[src/rtl/msi_bank_pkg.sv]
package msi_bank_pkg;

  typedef enum logic [1:0] {
    ACC_FLAG  = 2'd0,
    ACC_MASK  = 2'd1,
    ACC_INDEX = 2'd2,
    ACC_NONE  = 2'd3
  } acc_kind_e;

  function automatic acc_kind_e classify_addr(input int unsigned addr, input int unsigned num_regs);
    if (addr < num_regs)           return ACC_FLAG;
    else if (addr == num_regs)     return ACC_MASK;
    else if (addr == num_regs + 1) return ACC_INDEX;
    else                           return ACC_NONE;
  endfunction

endpackage

[src/rtl/msi_index_decode.sv]
module msi_index_decode #(
  parameter int unsigned NUM_REGS = 8,
  parameter int unsigned FLAG_W   = 32,
  parameter int unsigned DATA_W   = 32
) (
  input  logic                             clk_i,
  input  logic                             rst_ni,
  input  logic                             idx_we_i,
  input  logic [DATA_W-1:0]                idx_data_i,
  output logic [NUM_REGS-1:0][FLAG_W-1:0]  set_o
);
  localparam int unsigned BIT_W = $clog2(FLAG_W);
  localparam int unsigned SEL_W = $clog2(NUM_REGS);

  logic [SEL_W-1:0] reg_sel;
  logic [BIT_W-1:0] bit_sel;
  logic [FLAG_W-1:0] bit_vec;

  // only the low select fields matter; upper data bits are dropped
  assign bit_sel = idx_data_i[BIT_W-1:0];
  assign reg_sel = idx_data_i[BIT_W +: SEL_W];
  assign bit_vec = FLAG_W'(1) << bit_sel;

  for (genvar r = 0; r < NUM_REGS; r++) begin : g_sel
    assign set_o[r] = (idx_we_i && reg_sel == SEL_W'(r)) ? bit_vec : '0;
  end

  p_single_set_r2: assert property (@(posedge clk_i) disable iff (!rst_ni)
    $countones(set_o) <= 1)
    else $error("index decode set more than one flag");

  p_write_sets_r1: assert property (@(posedge clk_i) disable iff (!rst_ni)
    idx_we_i && (reg_sel < NUM_REGS) |-> $countones(set_o) == 1)
    else $error("index write produced no set");

endmodule

[src/rtl/msi_flag_reg.sv]
module msi_flag_reg #(
  parameter int unsigned FLAG_W = 32
) (
  input  logic              clk_i,
  input  logic              rst_ni,
  input  logic [FLAG_W-1:0] set_i,
  input  logic              clr_i,
  input  logic              mask_we_i,
  input  logic              mask_d_i,
  output logic [FLAG_W-1:0] flags_o,
  output logic              mask_o,
  output logic              irq_o
);
  logic [FLAG_W-1:0] flags_q;
  logic              mask_q;

  // clear takes old contents away, a same-cycle set survives
  always_ff @(posedge clk_i or negedge rst_ni) begin
    if (!rst_ni) begin
      flags_q <= '0;
      mask_q  <= 1'b1;
    end else begin
      flags_q <= (clr_i ? '0 : flags_q) | set_i;
      if (mask_we_i) mask_q <= mask_d_i;
    end
  end

  assign flags_o = flags_q;
  assign mask_o  = mask_q;
  assign irq_o   = (|flags_q) & ~mask_q;

  p_set_lands_r1: assert property (@(posedge clk_i) disable iff (!rst_ni)
    |set_i |=> (flags_q & $past(set_i)) == $past(set_i))
    else $error("set flag missing");

  p_hold_r3: assert property (@(posedge clk_i) disable iff (!rst_ni)
    !clr_i && set_i == '0 |=> $stable(flags_q))
    else $error("flags changed without access");

  p_clear_r4: assert property (@(posedge clk_i) disable iff (!rst_ni)
    clr_i && set_i == '0 |=> flags_q == '0)
    else $error("read did not clear");

endmodule

[src/rtl/msi_read_port.sv]
module msi_read_port #(
  parameter int unsigned NUM_REGS = 8,
  parameter int unsigned FLAG_W   = 32,
  parameter int unsigned DATA_W   = 32,
  parameter int unsigned ADDR_W   = 4
) (
  input  logic                             clk_i,
  input  logic                             rst_ni,
  input  logic                             rd_en_i,
  input  logic [ADDR_W-1:0]                rd_addr_i,
  input  logic [NUM_REGS-1:0][FLAG_W-1:0]  flags_i,
  input  logic [NUM_REGS-1:0]              mask_i,
  output logic [NUM_REGS-1:0]              clr_o,
  output logic [DATA_W-1:0]                rd_data_o
);
  import msi_bank_pkg::*;

  acc_kind_e   rd_kind;
  logic [DATA_W-1:0] rd_mux;
  logic [DATA_W-1:0] rd_data_q;

  assign rd_kind = classify_addr(int'(rd_addr_i), NUM_REGS);

  for (genvar r = 0; r < NUM_REGS; r++) begin : g_clr
    assign clr_o[r] = rd_en_i && rd_addr_i == ADDR_W'(r);
  end

  always_comb begin
    rd_mux = '0;
    unique case (rd_kind)
      ACC_FLAG: begin
        for (int r = 0; r < NUM_REGS; r++)
          if (clr_o[r]) rd_mux = DATA_W'(flags_i[r]);
      end
      ACC_MASK:  rd_mux = DATA_W'(mask_i);
      default:   rd_mux = '0;
    endcase
  end

  always_ff @(posedge clk_i or negedge rst_ni) begin
    if (!rst_ni)      rd_data_q <= '0;
    else if (rd_en_i) rd_data_q <= rd_mux;
  end

  assign rd_data_o = rd_data_q;

  p_one_clear_r4: assert property (@(posedge clk_i) disable iff (!rst_ni)
    $onehot0(clr_o))
    else $error("more than one register cleared");

  p_idx_read_zero_r9: assert property (@(posedge clk_i) disable iff (!rst_ni)
    rd_en_i && rd_addr_i == ADDR_W'(NUM_REGS + 1) |=> rd_data_o == '0)
    else $error("index read returned data");

endmodule

[src/rtl/msi_flag_bank.sv]
module msi_flag_bank #(
  parameter int unsigned NUM_REGS = 8,
  parameter int unsigned FLAG_W   = 32,
  parameter int unsigned DATA_W   = 32,
  parameter int unsigned ADDR_W   = 4
) (
  input  logic                clk_i,
  input  logic                rst_ni,
  input  logic                wr_en_i,
  input  logic [ADDR_W-1:0]   wr_addr_i,
  input  logic [DATA_W-1:0]   wr_data_i,
  input  logic                rd_en_i,
  input  logic [ADDR_W-1:0]   rd_addr_i,
  output logic [DATA_W-1:0]   rd_data_o,
  output logic [NUM_REGS-1:0] irq_o
);
  import msi_bank_pkg::*;

  acc_kind_e wr_kind;
  logic      idx_we;
  logic      mask_we;

  logic [NUM_REGS-1:0][FLAG_W-1:0] set_vec;
  logic [NUM_REGS-1:0][FLAG_W-1:0] flags;
  logic [NUM_REGS-1:0]             mask;
  logic [NUM_REGS-1:0]             clr;

  assign wr_kind = classify_addr(int'(wr_addr_i), NUM_REGS);
  assign idx_we  = wr_en_i && wr_kind == ACC_INDEX;
  assign mask_we = wr_en_i && wr_kind == ACC_MASK;

  msi_index_decode #(
    .NUM_REGS (NUM_REGS),
    .FLAG_W   (FLAG_W),
    .DATA_W   (DATA_W)
  ) u_decode (
    .clk_i      (clk_i),
    .rst_ni     (rst_ni),
    .idx_we_i   (idx_we),
    .idx_data_i (wr_data_i),
    .set_o      (set_vec)
  );

  for (genvar r = 0; r < NUM_REGS; r++) begin : g_reg
    msi_flag_reg #(
      .FLAG_W (FLAG_W)
    ) u_reg (
      .clk_i     (clk_i),
      .rst_ni    (rst_ni),
      .set_i     (set_vec[r]),
      .clr_i     (clr[r]),
      .mask_we_i (mask_we),
      .mask_d_i  (wr_data_i[r]),
      .flags_o   (flags[r]),
      .mask_o    (mask[r]),
      .irq_o     (irq_o[r])
    );

    p_masked_quiet_r5: assert property (@(posedge clk_i) disable iff (!rst_ni)
      mask[r] |-> !irq_o[r])
      else $error("masked register raised interrupt");

    p_empty_quiet_r5: assert property (@(posedge clk_i) disable iff (!rst_ni)
      flags[r] == '0 |-> !irq_o[r])
      else $error("empty register raised interrupt");
  end

  msi_read_port #(
    .NUM_REGS (NUM_REGS),
    .FLAG_W   (FLAG_W),
    .DATA_W   (DATA_W),
    .ADDR_W   (ADDR_W)
  ) u_read (
    .clk_i     (clk_i),
    .rst_ni    (rst_ni),
    .rd_en_i   (rd_en_i),
    .rd_addr_i (rd_addr_i),
    .flags_i   (flags),
    .mask_i    (mask),
    .clr_o     (clr),
    .rd_data_o (rd_data_o)
  );

endmodule

[config.mk]
export PLATFORM = sky130hd
export DESIGN_NAME = msi_flag_bank
export DESIGN_NICKNAME = d
export VERILOG_FILES = /design/src/rtl/msi_bank_pkg.sv /design/src/rtl/msi_index_decode.sv /design/src/rtl/msi_flag_reg.sv /design/src/rtl/msi_read_port.sv /design/src/rtl/msi_flag_bank.sv
export SDC_FILE = /design/constraint.sdc
export NUM_CORES = 1
export LEC_CHECK = 0
export BUFFER_PORTS_ARGS = -buffer_cell sky130_fd_sc_hd__buf_4
export CAP_MARGIN = 20
export CORE_MARGIN = 2
export CORE_UTILIZATION = 25
export CTS_BUF_LIST = sky130_fd_sc_hd__clkbuf_8
export DETAILED_ROUTE_END_ITERATION = 8
export PLACE_DENSITY_LB_ADDON = 0.2
export SLEW_MARGIN = 20
export SYNTH_ARGS = -nofsm -noshare
export SYNTH_HDL_FRONTEND = slang
export SYNTH_HIERARCHICAL = 1
export SYNTH_SLANG_ARGS = --single-unit
[constraint.sdc]
create_clock -name clk_i -period 1.75 [get_ports clk_i]
set_input_delay 0 -clock clk_i [delete_from_list [all_inputs] [get_ports clk_i]]
set_output_delay 0 -clock clk_i [all_outputs]
set_load 0.005 [all_outputs]
==> metrics <==
total CTS buffers 53; Port Buffer Count 59; worst slew pin tran 1.05 ns; syn avg cell area 10.6 um^2; leakage power 10.0 nW; Primary FF master, synth dfrtp_1; power per cell area 801 nW/um^2; failing checks negative setup slack; non-filler cells, final 2336; Total GRT Usage 18.6%; sequential fraction of the synthesis area 49.2%; final setup fails 8; CTS tree done; post-synthesis mux area share 5.35%; Seq pwr share 48.0%; die width 250 um; ranking of synthesized cells by area dfrtp_1 (48%), a21o_1 (13%), nor3_1 (7.6%); vias per inst 5.40; global-route wire length before repair 87.4 mm; asr flop ratio synth 100%; CTS HTree Levels 2; commonest cells after routing, fill and taps aside dfrtp_1 (282), a21o_1 (254), nor3_1 (228); Max-Cap Viols 0; aggregate global routing overflow 0; Synth Area in Simple Gates 17.9%; Slew Viols, Final 0; status finished with violations; WP data required 1.75 ns; part of the power in combinational logic 10.9%; Bufs on Longest Clock Path 3; met2 routed WL 27.7 mm; met3 wire length 3.35 mm; compound-gate portion of the synthesized area 21.8%; CTS clk-pin slew, worst paths 0.06 ns; final HPWL from detailed placement 39.0 mm; Synth Warn # 6; crit path max fanout 3; Area growth syn-to-layout 23.3%; Vias 12625; post-route antenna net violation count 0; layout cell share with drive strength beyond 1 25.9%; maximum vdd drop 0.000424 V; utilization after layout 31.0%; Slew HR 29.9%; total core area 60000 um^2; startpoint types flip-flop; uppermost layer routed met4; nets 1563; final RePlAce weighted congestion 0.834; CTS Sinks 296; IO Pins 84; Final Hold Viols 0; Clk Latency, worst-skew pair 0.65 ns; Total Power 14.9 mW; crit share post-route 117%; die height 250 um; largest net degree at the start of global routing 70; hold slack 0.0672 ns; Fin Clk Skew 0.0127 ns; final wirelength 58.4 mm; drt pass-1 iters 5; initial antenna violation count 0; Die ar. 62300 um^2; DP Cell Count 2208; cells after synthesis 1422; Post-Synth Adder-Cell Area 0%; initial DRC count 1042; Hold WC Path Type in -> reg; DR WL/cell 25.0 um; ANT cells 0; CP Capture Type primary output; Synth cell types 64; fin area 18600 um^2; Clk pwr share 41.1%; Area after DPL 16800 um^2; fin crit period 2.05 ns; Initial Util 25.1%; Post-synth EDFFs 0; Critical Path AT 2.05 ns; Fmax 488 MHz; std cell rows 90; RSZ-0062 raised after global routing true; syn_nets 1466; switching power 4.17 mW; internal power 10.7 mW; Clock Tree Root clkbuf_8; Met1 Routed Length 25.8 mm; Synth top area share 47.8%; sw frac 27.9%; final worst-path setup slack -0.300 ns; vias in the first global route 12854; most common cell after layout, fill and taps aside dfrtp_1; synthesized area 15100 um^2; largest family of logic cells by synthesized area compound AO/OA/AOI/OAI gates; kind of critical path reg -> out; largest area contributor in the netlist dfrtp_1; Post-Synth XOR/XNOR Area 0%; count of state elements after synthesis 296; drc violations 0
## synthesized netlist by cell type, types with 18 or more instances
cell type and count:
a21o_1 254, a21oi_1 23, a2bb2oi_1 20, buf_1 21
buf_2 45, clkbuf_1 58, dfrtp_1 288, mux2i_1 39
nand2_1 19, nand3_1 24, nor2_1 18, nor3_1 228
nor3_2 30, nor4_1 64, o21ai_0 19, o221ai_1 20
## registers in the layout (all words and copies together) (netlist names)
name and cells:
u_read/rd_data_o 32, g.u_reg/mask_o 8, g.u_reg/flags_o 256
## logic make-up after synthesis
logic type	Yosys count
and+or+nand+nor	461
muxes	64
buffers and inverters	168
DFF	296
AOI/OAI and AO/OA	433
## path summary, 6_finish.rpt
check,from,to,slack (ns),cells past startpoint
worst min register to register,u_read/rd_data_o[20],u_read/rd_data_o[20],0.49,1
worst max register to register,g_reg[0].u_reg/flags_o[24],u_read/rd_data_o[24],0.10,6
worst max-delay path,g_reg[3].u_reg/flags_o[12],irq_o[3],-0.30,4
min in group asynchronous,rst_ni,g_reg[4].u_reg/mask_o,0.56,3
worst min-delay path,rd_addr_i[1],u_read/rd_data_o[22],0.07,4
max in group asynchronous,rst_ni,g_reg[1].u_reg/flags_o[21],0.72,4
## per-layer routing
metal / global-route usage [%] / vias to the layer above
li1: - / 5578
met2: 30.1 / 426
met1: 25.2 / 6534
met3: 3.37 / 87
met4: 5.28 / 0
met5: 0 / -
## cell type report
cell class | instances | area, um^2
inverter | 12 | 45.0
clock inverter | 29 | 115
tap | 782 | 978
clock buffer | 61 | 840
sequential | 296 | 7420
fill | 6151 | 41400
timing repair buffer | 198 | 1910
multi-input combinational | 958 | 7300
## stage by stage
stage                     TNS, ns  setup WS (ns)
after floorplan                 0          0.311
after global placement     -0.101        -0.0506
after detailed placement   -0.240        -0.0470
after CTS                   -1.98         -0.305
after global routing        -2.20         -0.356
final                       -1.59         -0.300
## what timing repair did
item | in CTS | in global routing
hold buffers | 14 | 0
resized for setup | 79 | 23
setup endpoints to repair | 8 | 8
endpoints found under the hold margin | 326 | 0
setup buffers | 14 | 10
pin swaps | 28 | 15
## power by group through the flow
stage,sequential (mW),clock (mW),combinational (mW)
3_3_place_gp,7.25,0,1.52
4_1_cts,7.15,6.34,1.62
6_report,7.15,6.13,1.63
2_1_floorplan,7.18,0,0.726
3_5_place_dp,7.25,0,1.53
5_1_grt,7.16,6.69,1.73
## critical path, stage by stage (launching register included)
cell     delay [ns]
dfrtp_1        0.40
nor4_2         0.45
and4_1         0.35
a21oi_2        0.08
buf_4          0.14
No activity file was read; power rests on OpenSTA's default activity.
